$ cat config.mk
export PLATFORM = sky130hd
export DESIGN_NAME = mp_uart_rx
export DESIGN_NICKNAME = d
export VERILOG_FILES = /design/src/rtl/mprx_pkg.sv /design/src/rtl/mprx_sync.sv /design/src/rtl/mprx_sampler.sv /design/src/rtl/mprx_frame_ctrl.sv /design/src/rtl/mprx_addr_filter.sv /design/src/rtl/mp_uart_rx.sv
export SDC_FILE = /design/constraint.sdc
export NUM_CORES = 1
export LEC_CHECK = 0
export CORE_MARGIN = 3
export CORE_UTILIZATION = 37
export CTS_CLUSTER_SIZE = 8
export DETAILED_ROUTE_END_ITERATION = 8
export PLACE_DENSITY = 0.62
export SLEW_MARGIN = 5
export SYNTH_ARGS = -nofsm -noshare
export SYNTH_HDL_FRONTEND = slang
export SYNTH_SLANG_ARGS = --single-unit
$ cat constraint.sdc
create_clock -name clk_i -period 4.9 [get_ports clk_i]
set_clock_uncertainty 0.1 [all_clocks]
set_input_delay 0.98 -clock clk_i [delete_from_list [all_inputs] [get_ports clk_i]]
set_output_delay 0.98 -clock clk_i [all_outputs]
set_load 0.03 [all_outputs]
$ cat src/rtl/mprx_pkg.sv
package mprx_pkg;
  typedef enum logic [1:0] {RX_IDLE, RX_START, RX_DATA, RX_STOP} rx_state_e;

  function automatic logic maj3(input logic [2:0] v);
    return (v[0] & v[1]) | (v[0] & v[2]) | (v[1] & v[2]);
  endfunction
endpackage

$ cat src/rtl/mprx_sync.sv
module mprx_sync #(
  parameter int STAGES = 2
) (
  input  logic clk_i,
  input  logic rst_ni,
  input  logic d_i,
  output logic q_o
);
  logic [STAGES-1:0] q;

  always_ff @(posedge clk_i or negedge rst_ni) begin
    if (!rst_ni) q <= '1;
    else         q <= {q[STAGES-2:0], d_i};
  end

  assign q_o = q[STAGES-1];
endmodule

$ cat src/rtl/mprx_sampler.sv
module mprx_sampler #(
  parameter int OSR = 16
) (
  input  logic clk_i,
  input  logic rst_ni,
  input  logic tick_i,
  input  logic run_i,
  input  logic restart_i,
  input  logic line_i,
  output logic vote_vld_o,
  output logic vote_o,
  output logic bit_end_o
);
  import mprx_pkg::*;

  localparam int PW = $clog2(OSR);
  // k-th tick after a bit boundary sees phase k-1: votes on ticks OSR/2-1 .. OSR/2+1
  localparam int S0 = OSR / 2 - 2;
  localparam int S1 = OSR / 2 - 1;
  localparam int S2 = OSR / 2;

  logic [PW-1:0] phase_q;
  logic [1:0]    smp_q;

  always_ff @(posedge clk_i or negedge rst_ni) begin
    if (!rst_ni) begin
      phase_q <= '0;
      smp_q   <= '0;
    end else if (restart_i) begin
      phase_q <= '0;
    end else if (run_i && tick_i) begin
      phase_q <= (phase_q == PW'(OSR - 1)) ? '0 : phase_q + 1'b1;
      if (phase_q == PW'(S0) || phase_q == PW'(S1)) smp_q <= {smp_q[0], line_i};
    end
  end

  assign vote_vld_o = run_i && tick_i && (phase_q == PW'(S2));
  assign vote_o     = maj3({smp_q, line_i});
  assign bit_end_o  = run_i && tick_i && (phase_q == PW'(OSR - 1));
endmodule

$ cat src/rtl/mprx_frame_ctrl.sv
module mprx_frame_ctrl #(
  parameter int DW = 8
) (
  input  logic          clk_i,
  input  logic          rst_ni,
  input  logic          tick_i,
  input  logic          line_i,
  input  logic          nine_bit_i,
  input  logic          vote_vld_i,
  input  logic          vote_i,
  input  logic          bit_end_i,
  output logic          run_o,
  output logic          restart_o,
  output logic          frame_end_o,
  output logic          stop_o,
  output logic [DW-1:0] byte_o,
  output logic          bit9_o
);
  import mprx_pkg::*;

  localparam int IW = $clog2(DW + 1);

  rx_state_e     state_q;
  logic [IW-1:0] idx_q;
  logic [IW-1:0] last_idx;
  logic [DW-1:0] shreg_q;
  logic          bit9_q;

  assign last_idx  = nine_bit_i ? IW'(DW) : IW'(DW - 1);
  assign restart_o = (state_q == RX_IDLE) && tick_i && !line_i;

  always_ff @(posedge clk_i or negedge rst_ni) begin
    if (!rst_ni) begin
      state_q <= RX_IDLE;
      idx_q   <= '0;
      shreg_q <= '0;
      bit9_q  <= 1'b0;
    end else begin
      unique case (state_q)
        RX_IDLE: if (restart_o) state_q <= RX_START;
        RX_START: begin
          if (vote_vld_i && vote_i) state_q <= RX_IDLE;  // false start
          else if (bit_end_i) begin
            state_q <= RX_DATA;
            idx_q   <= '0;
          end
        end
        RX_DATA: begin
          if (vote_vld_i) begin
            if (idx_q < IW'(DW)) shreg_q <= {vote_i, shreg_q[DW-1:1]};
            else                 bit9_q  <= vote_i;
          end
          if (bit_end_i) begin
            if (idx_q == last_idx) state_q <= RX_STOP;
            else                   idx_q   <= idx_q + 1'b1;
          end
        end
        RX_STOP: if (vote_vld_i) state_q <= RX_IDLE;
        default: state_q <= RX_IDLE;
      endcase
    end
  end

  assign run_o       = (state_q != RX_IDLE);
  assign frame_end_o = (state_q == RX_STOP) && vote_vld_i;
  assign stop_o      = vote_i;
  assign byte_o      = shreg_q;
  assign bit9_o      = bit9_q;
endmodule

$ cat src/rtl/mprx_addr_filter.sv
module mprx_addr_filter #(
  parameter int DW = 8
) (
  input  logic [DW-1:0] byte_i,
  input  logic [DW-1:0] addr_i,
  input  logic [DW-1:0] mask_i,
  output logic          hit_o
);
  logic [DW-1:0] given;
  logic [DW-1:0] bcast;

  assign given = addr_i & mask_i;
  assign bcast = addr_i | mask_i;
  assign hit_o = ((byte_i & mask_i) == given) || ((byte_i & bcast) == bcast);
endmodule

$ cat src/rtl/mp_uart_rx.sv
module mp_uart_rx #(
  parameter int DATA_W      = 8,
  parameter int OSR         = 16,
  parameter int SYNC_STAGES = 2
) (
  input  logic              clk_i,
  input  logic              rst_ni,
  input  logic              tick_i,
  input  logic              rxd_i,
  input  logic              nine_bit_i,
  input  logic              addr_en_i,
  input  logic [DATA_W-1:0] slave_addr_i,
  input  logic [DATA_W-1:0] slave_mask_i,
  input  logic              rx_clr_i,
  input  logic              fe_clr_i,
  output logic [DATA_W-1:0] rx_data_o,
  output logic              rx_bit9_o,
  output logic              rx_done_o,
  output logic              frame_err_o
);
  logic              line;
  logic              run, restart, vote_vld, vote, bit_end;
  logic              frame_end, stop_bit, ninth, flag_bit, hit, accept;
  logic [DATA_W-1:0] rx_byte;
  logic [DATA_W-1:0] data_q;
  logic              bit9_q, done_q, fe_q;

  mprx_sync #(.STAGES(SYNC_STAGES)) u_sync (
    .clk_i(clk_i), .rst_ni(rst_ni), .d_i(rxd_i), .q_o(line)
  );

  mprx_sampler #(.OSR(OSR)) u_sampler (
    .clk_i(clk_i), .rst_ni(rst_ni), .tick_i(tick_i), .run_i(run),
    .restart_i(restart), .line_i(line), .vote_vld_o(vote_vld),
    .vote_o(vote), .bit_end_o(bit_end)
  );

  mprx_frame_ctrl #(.DW(DATA_W)) u_ctrl (
    .clk_i(clk_i), .rst_ni(rst_ni), .tick_i(tick_i), .line_i(line),
    .nine_bit_i(nine_bit_i), .vote_vld_i(vote_vld), .vote_i(vote),
    .bit_end_i(bit_end), .run_o(run), .restart_o(restart),
    .frame_end_o(frame_end), .stop_o(stop_bit), .byte_o(rx_byte), .bit9_o(ninth)
  );

  mprx_addr_filter #(.DW(DATA_W)) u_filter (
    .byte_i(rx_byte), .addr_i(slave_addr_i), .mask_i(slave_mask_i), .hit_o(hit)
  );

  // in 8-bit mode the stop bit stands in for the address marker
  assign flag_bit = nine_bit_i ? ninth : stop_bit;
  assign accept   = frame_end && !done_q && (!addr_en_i || (flag_bit && hit));

  always_ff @(posedge clk_i or negedge rst_ni) begin
    if (!rst_ni) begin
      data_q <= '0;
      bit9_q <= 1'b0;
      done_q <= 1'b0;
      fe_q   <= 1'b0;
    end else begin
      if (accept) begin
        data_q <= rx_byte;
        bit9_q <= flag_bit;
      end
      if (rx_clr_i)    done_q <= 1'b0;
      else if (accept) done_q <= 1'b1;
      if (frame_end && !stop_bit) fe_q <= 1'b1;
      else if (fe_clr_i)          fe_q <= 1'b0;
    end
  end

  assign rx_data_o   = data_q;
  assign rx_bit9_o   = bit9_q;
  assign rx_done_o   = done_q;
  assign frame_err_o = fe_q;
endmodule

==> results of run 1 <==
synthesized netlist by cell type (4+ instances only):
master and instances:
mux2_2 18, dfrtp_1 32, inv_1 6, nor2b_1 4, nand4_1 5, o21ai_0 6
nor3_1 4, nor2_1 12, nand2_1 7, a21oi_1 4, a22oi_1 5, xor2_1 10
ha_1 8
state kept, by name (all words and copies together), names as in the netlist, 2 cells and up, named ones only:
register,count
u_sampler.smp_q,2
u_sync.q,2
u_sampler.phase_q,4
rx_data_o,8
u_ctrl.idx_q,4
u_ctrl.byte_o,8
worst register-to-register path: stages (launching register included):
cell	delay, ns
dfrtp_1	0.39
inv_1	0.10
ha_1	0.30
and4bb_2	0.42
nand3_4	0.13
a211oi_4	0.27
o31ai_4	0.17
mux2_1	0.34
logic make-up after synthesis:
kind of cell    after synthesis  synth area share, %
fa+ha+maj                     9                 5.97
compound gates               34                 14.4
mux                          23                 13.8
flops                        34                 46.2
simple gates                 44                 13.4
buf+inv                       7                 1.42
xor+xnor                     10                 4.75
power by group through the flow:
stage / combinational [mW] / sequential [mW] / clock, mW
floorplan: 0.206 / 0.360 / 0
global placement: 0.273 / 0.366 / 0
detailed placement: 0.281 / 0.369 / 0
CTS: 0.282 / 0.364 / 0.220
global route: 0.311 / 0.372 / 0.234
finish: 0.281 / 0.365 / 0.214
stage by stage:
step / setup WS [ns] / utilization, %
floorplan: 2.54 / -
global placement: 1.88 / 47.5
detailed placement: 1.84 / 47.5
CTS: 2.13 / 49.4
global route: 2.04 / 49.4
finish: 2.14 / 49.4
final cells by class:
type                            instances  area (um2)  area share (%)
Tap cell                               67        83.8            3.54
Clock buffer                            7        86.3            3.65
Sequential cell                        34         853            36.1
Inverter                                6        22.5           0.952
Multi-Input combinational cell        120         966            40.8
Timing Repair Buffer                   35         348            14.7
Clock inverter                          1        5.00           0.212
how the worst max path moves through the flow:
stage	startpoint	end	slack, ns	depth (start not counted)
2_1_floorplan	slave_addr_i[2]	rx_data_o[0]$_DFFE_PN0P_	2.54	5
3_3_place_gp	tick_i	rx_data_o[3]$_DFFE_PN0P_	1.88	6
4_1_cts	slave_addr_i[4]	rx_data_o[2]$_DFFE_PN0P_	2.13	6
3_5_place_dp	slave_addr_i[4]	rx_data_o[2]$_DFFE_PN0P_	1.84	6
5_1_grt	slave_addr_i[7]	rx_data_o[1]$_DFFE_PN0P_	2.04	6
6_report	tick_i	rx_data_o[3]$_DFFE_PN0P_	2.14	6
layer usage:
layer | up-vias | GRT usage [%] | part of all wire (%)
li1 | 674 | - | -
met4 | 0 | 4.89 | 1.6
met2 | 49 | 23.0 | 48
met5 | - | 0 | 0
met1 | 663 | 18.1 | 45
met3 | 9 | 4.14 | 5.1
==> impl_results.md, run 1 <==
- Status: finished clean
- Final setup viols: 0
- Sinks on the clock net: 34
- Peak supply drop: ~0.15 mV
- Final ANT Viol Nets: 0
- Reg2Reg Depth: 7
- Leakage power: about 1.1 nW
- Worst path arrival time: 2.83 ns
- First drt pass iteration count: 4
- Fraction of registers with async set/reset: 100%
- # rows: 25
- Root Buffer: clkbuf_8
- CTS resizes: 0
- Cell variety after synth: 40
- Most common cell after layout, fill and taps aside: clkdlybuf4s50_1
- Post-CTS Setup Bufs: 0
- Routed wire length per instance: 14.5 um
- Flops & latches, synth: 34
- Share of layout cells above drive strength 1: 16.7%
- Max Cap Violations: 0
- Crit-path cells: clkdlybuf4s50_1, and4bb_2, nand3_4, a211oi_4, o31ai_4, mux2_1
- TritonCTS clock tree: built
- Die height: 76.6 um
- Mapped Area: 0.00185 mm2
- CP max stage delay: 0.58 ns
- Gate power share: 32.7%
- Setup crit end kind: flop
- CTS max path bufs: 2
- NetSw: approximately 0.30 mW
- Synth Instances: 161
- Clk Latency, worst-skew pair: 0.28 ns
- Slew headroom: between 60% and 70%
- Placed Area: 0.00227 mm2
- Final Instance Area: 0.00236 mm2
- Vias: 1395
- Final Cycle Share: 56.3%
- Most used DFF post-synth: dfrtp_1
- Most frequent cells in the layout: clkdlybuf4s50_1 (34), dfrtp_1 (32), mux2_2 (18)
- Worst R2R End: rx_data_o[3]$_DFFE_PN0P_
- CTS clock-pin slew for the worst setup and hold paths: 0.07 ns
- WP buf/inv: 1
- Pwr Density: 364 mW/mm2
- Sequential-to-total area share from yosys stat: a little under half
- Top cell type's share of synthesized area: 43.4%
- Switching part of the total: 34.3%
- End of the worst hold path: u_sync.q[1]$_DFF_PN1_
- Detail-routed via count per cell: 5.17
- Grt total ovfl: 0
- Fin cells: 270
- Seq pwr share: a little over two fifths
- Initial Utilization: 38.6%
- Critical path type: primary input to flop
- HP Class: flop to flop
- Drc violations: 0
- Syn Area/Cell: 11.5 um2
- Nets: 234
- WHS Path Cells: 0
- Routed WL: 3.93 mm
- FMAX: approximately 0.36 GHz
- Final worst path period need: approximately 2.8 ns
- Largest delay share family, worst path: buffers and inverters
- Critical Path RT: 4.97 ns
- Gpl congestion: roughly 0.87
- Pwr Total: roughly 0.86 mW
- R2r setup slk: 2.55 ns
- Vias in the first global route: 1492
- H-tree level count: 2
- Placed cells: 262
- Syn nets: between 150 and 200
- IO Pins: 35
- Number of buffers created by CTS: 5
- First-pass GRT wire length: around 6.8 mm
- Slew @ Worst Pin: just over 0.5 ns
- Worst Path Max Fanout: 8
- Tot GR Track Use: 14.2%
- Initial DRC Count: 64
- ANT cells: 0
- Final hold violations: 0
- Leading area contributor after synthesis: dfrtp_1
- Max-slew violations: 0
- Core Region: 0.00479 mm2
- Unrepaired setup endpoints after global routing: no
- Largest cells by area after synthesis: dfrtp_1 (43%), mux2_2 (11%), ha_1 (5.4%)
- Die area: 0.00587 mm2
- Post-synth EDFFs: 0
- Synthesis Warnings: 0
- Setup TNS: 0 ns
- IO buf count: 34
- HP Start: u_sync.q[0]$_DFF_PN1_
- Slowest cell on the critical path: clkdlybuf4s50_1
- P_int: between 0.5 and 0.6 mW
- Fin Hold WS: approximately 0.26 ns
- Largest net degree at the start of global routing: 35
- Die Wd: roughly 77 um
- FILL cells: 446
- HPWL Detailed: a little under 3 mm
- Layout area overhead: 28.1%
- Worst reg2reg path startpoint: u_ctrl.state_q[0]$_DFFE_PN0P_
- CTS Hold Buffers Added: 0
- CP Launch Type: primary input
- Clock network fraction of total power: 24.9%
- Initial antenna violation count: 0
Note: power is estimated with default switching activity, not from simulation.
==> run 2, diff against run 1 <==
--- a/config.mk
+++ b/config.mk
@@ -9,7 +9,7 @@
 export CORE_UTILIZATION = 37
 export CTS_CLUSTER_SIZE = 8
 export DETAILED_ROUTE_END_ITERATION = 8
-export PLACE_DENSITY = 0.62
+export PLACE_DENSITY = 0.64
 export SLEW_MARGIN = 5
 export SYNTH_ARGS = -nofsm -noshare
 export SYNTH_HDL_FRONTEND = slang
==> constraint.sdc (replaced) <==
create_clock -name clk_i -period 2.25 [get_ports clk_i]
set_clock_uncertainty 0.1 [all_clocks]
set_input_delay 0.45 -clock clk_i [delete_from_list [all_inputs] [get_ports clk_i]]
set_output_delay 0.45 -clock clk_i [all_outputs]
set_load 0.03 [all_outputs]
==> run 2 against run 1 <==
Compared with the run above: critical path depth is 2 higher; critical path type is now flop to flop; worst hold slack worse by 0.0078 ns; count of clock-buffer cells in the layout is 2 lower; utilization is 2.8 points higher; design area is 5.8% higher; combinational power is 150% higher; total power is 140% higher; via count is 2.7% higher; worst setup slack worse by 2.0 ns; flip-flop and latch count stayed put; die area stayed put; sequential power is 120% higher; largest power group unchanged.
==> impl_results.md, run 2 (synthesis results as in run 1) <==
- TritonCTS clock tree: built (unchanged)
- Slew headroom: 71.2% (was 65.1%)
- Final Cycle Share: a little over nine tenths
- Most common cell after layout, fill and taps aside: clkdlybuf4s50_1 (unchanged)
- Number of buffers created by CTS: 5 (unchanged)
- Tot GR Track Use: 15.5% (was 14.2%)
- Routed wire length per instance: 14.5 um (about the same)
- Max Cap Violations: 0 (unchanged)
- IO buf count: 34 (unchanged)
- Setup crit end kind: flop (unchanged)
- Die Wd: 76.6 um (unchanged)
- Worst Path Max Fanout: 4 (was 8)
- Largest net degree at the start of global routing: 35 (unchanged)
- Final ANT Viol Nets: 0 (unchanged)
- Detail-routed via count per cell: 5.05 (was 5.17)
- Root Buffer: clkbuf_8 (unchanged)
- Max-slew violations: 0 (unchanged)
- Reg2Reg Depth: 8 (was 7)
- First-pass GRT wire length: 7.31 mm (was 6.79 mm)
- Final Util: 52.3% (was 49.4%)
- Worst Slack Setup Final: 0.128 ns (was 2.14 ns)
- Slowest cell on the critical path: dfrtp_1 (was clkdlybuf4s50_1)
- First drt pass iteration count: 4 (unchanged)
- Worst reg2reg path startpoint: u_ctrl.state_q[0]$_DFFE_PN0P_ (unchanged)
- Routed WL: 4.12 mm (was 3.93 mm)
- Clk Latency, worst-skew pair: 0.29 ns (was 0.28 ns)
- Worst path depth: 8 (was 6)
- Pwr Density: 822 mW/mm2 (was 364 mW/mm2)
- CTS max path bufs: 2 (unchanged)
- CP startpoint: u_ctrl.state_q[0]$_DFFE_PN0P_ (was tick_i)
- Sinks on the clock net: 34 (unchanged)
- Pwr Total: 2.05 mW (was 0.860 mW)
- Critical path type: flop to flop (was primary input to flop)
- Fin Hold WS: 0.253 ns (was 0.261 ns)
- CP max stage delay: 0.38 ns (was 0.58 ns)
- WP buf/inv: 2 (was 1)
- Core Region: 0.00479 mm2 (unchanged)
- Largest delay share family, worst path: simple AND/OR/NAND/NOR gates (was buffers and inverters)
- Layout area overhead: 35.5% (was 28.1%)
- HP Class: flop to flop (unchanged)
- ANT cells: 0 (unchanged)
- # rows: 25 (unchanged)
- Worst path arrival time: 2.19 ns (was 2.83 ns)
- R2r setup slk: 0.13 ns (was 2.55 ns)
- Critical Path RT: 2.32 ns (was 4.97 ns)
- Final hold violations: 0 (unchanged)
- Unrepaired setup endpoints after global routing: no (unchanged)
- Most frequent cells in the layout: clkdlybuf4s50_1 (34), dfrtp_1 (32), mux2_2 (18) (unchanged)
- Peak supply drop: 0.387 mV (was 0.145 mV)
- Gpl congestion: 0.844 (was 0.870)
- Grt total ovfl: 0 (unchanged)
- Status: finished clean (unchanged)
- Initial Utilization: 38.6% (unchanged)
- CP Launch Type: flop (was primary input)
- Worst R2R End: rx_data_o[4]$_DFFE_PN0P_ (was rx_data_o[3]$_DFFE_PN0P_)
- Initial DRC Count: 102 (was 64)
- FMAX: 0.471 GHz
- HP Start: u_sync.q[0]$_DFF_PN1_ (unchanged)
- Nets: 248 (was 234)
- Die height: 76.6 um (unchanged)
- CTS clock-pin slew for the worst setup and hold paths: 0.08 ns (was 0.07 ns)
- Place WS: -0.155 ns (was 1.84 ns)
- Final setup viols: 0 (unchanged)
- Vias in the first global route: 1549 (was 1492)
- Setup crit end: rx_data_o[4]$_DFFE_PN0P_ (was rx_data_o[3]$_DFFE_PN0P_)
- Share of layout cells above drive strength 1: 24.0% (was 16.7%)
- Leakage power: 1.16 nW (was 1.08 nW)
- H-tree level count: 2 (unchanged)
- Slew @ Worst Pin: 0.432 ns (was 0.520 ns)
- Final worst path period need: 2.12 ns
- Vias: 1433 (was 1395)
- IO Pins: 35 (unchanged)
- HPWL Detailed: 3.10 mm (was 2.95 mm)
- Crit-path cells: inv_1, ha_2, and4bb_2, nand3_4, a211oi_4, o31ai_4, buf_4, mux2_1 (was clkdlybuf4s50_1, and4bb_2, nand3_4, a211oi_4, o31ai_4, mux2_1)
- Die area: 0.00587 mm2 (unchanged)
- Initial antenna violation count: 0 (unchanged)
- Drc violations: 0 (unchanged)
[run 2: cell count changes in the layout (fill, tap and decap cells not counted), sizes merged]
cell      before  now
buf            1   15
clkinvlp       0    2
bufinv         0    1
clkinv         1    0
clkbuf         7    5
[run 2: how the worst min path moves through the flow]
stage	to	slack, ns	cells after the start
2_1_floorplan	asynchronous set/reset pin	0.05	0
3_3_place_gp	u_sync.q[1]$_DFF_PN1_	0.25	0
3_5_place_dp	u_sync.q[1]$_DFF_PN1_	0.25	0
4_1_cts	u_sync.q[1]$_DFF_PN1_	0.26	0
5_1_grt	u_sync.q[1]$_DFF_PN1_	0.26	0
6_report	u_sync.q[1]$_DFF_PN1_	0.25	0
[run 2: power breakdown]
part,total [mW],leakage (nW),switching (mW),internal [mW]
sequential,0.794,0.455,0.0942,0.700
combinational,0.689,0.652,0.353,0.336
clock,0.572,0.0504,0.242,0.329
total,2.05,1.16,0.690,1.37
[run 2: final cells by class]
type / count / area (um2)
Fill cell: 426 / 2280
Multi-Input combinational cell: 120 / 975
Sequential cell: 34 / 853
Timing Repair Buffer: 49 / 453
Tap cell: 67 / 83.8
Clock buffer: 5 / 68.8
Clock inverter: 3 / 45.0
Inverter: 6 / 22.5
[run 2: timing repair]
action                                  4_1_cts  5_1_grt
buffers inserted                              0        0
hold buffers                                  0        0
endpoints found under the setup margin        0        9
resized for setup                             0        3
[run 2: metal layers]
| metal | GRT usage, % | share of wire, % | up-vias |
|---|---|---|---|
| li1 | - | - | 706 |
| met1 | 19.7 | 46 | 677 |
| met2 | 25.3 | 48 | 45 |
| met3 | 4.73 | 5.0 | 5 |
| met4 | 4.35 | 1.1 | 0 |
| met5 | 0 | 0 | - |
[run 2: through the flow]
step                cells  area, um2  TNS [ns]
floorplan             161       1850         0
global placement      276       2380    -0.919
detailed placement    276       2380     -1.24
CTS                   284       2490         0
global route          284       2500         0
finish                284       2500         0
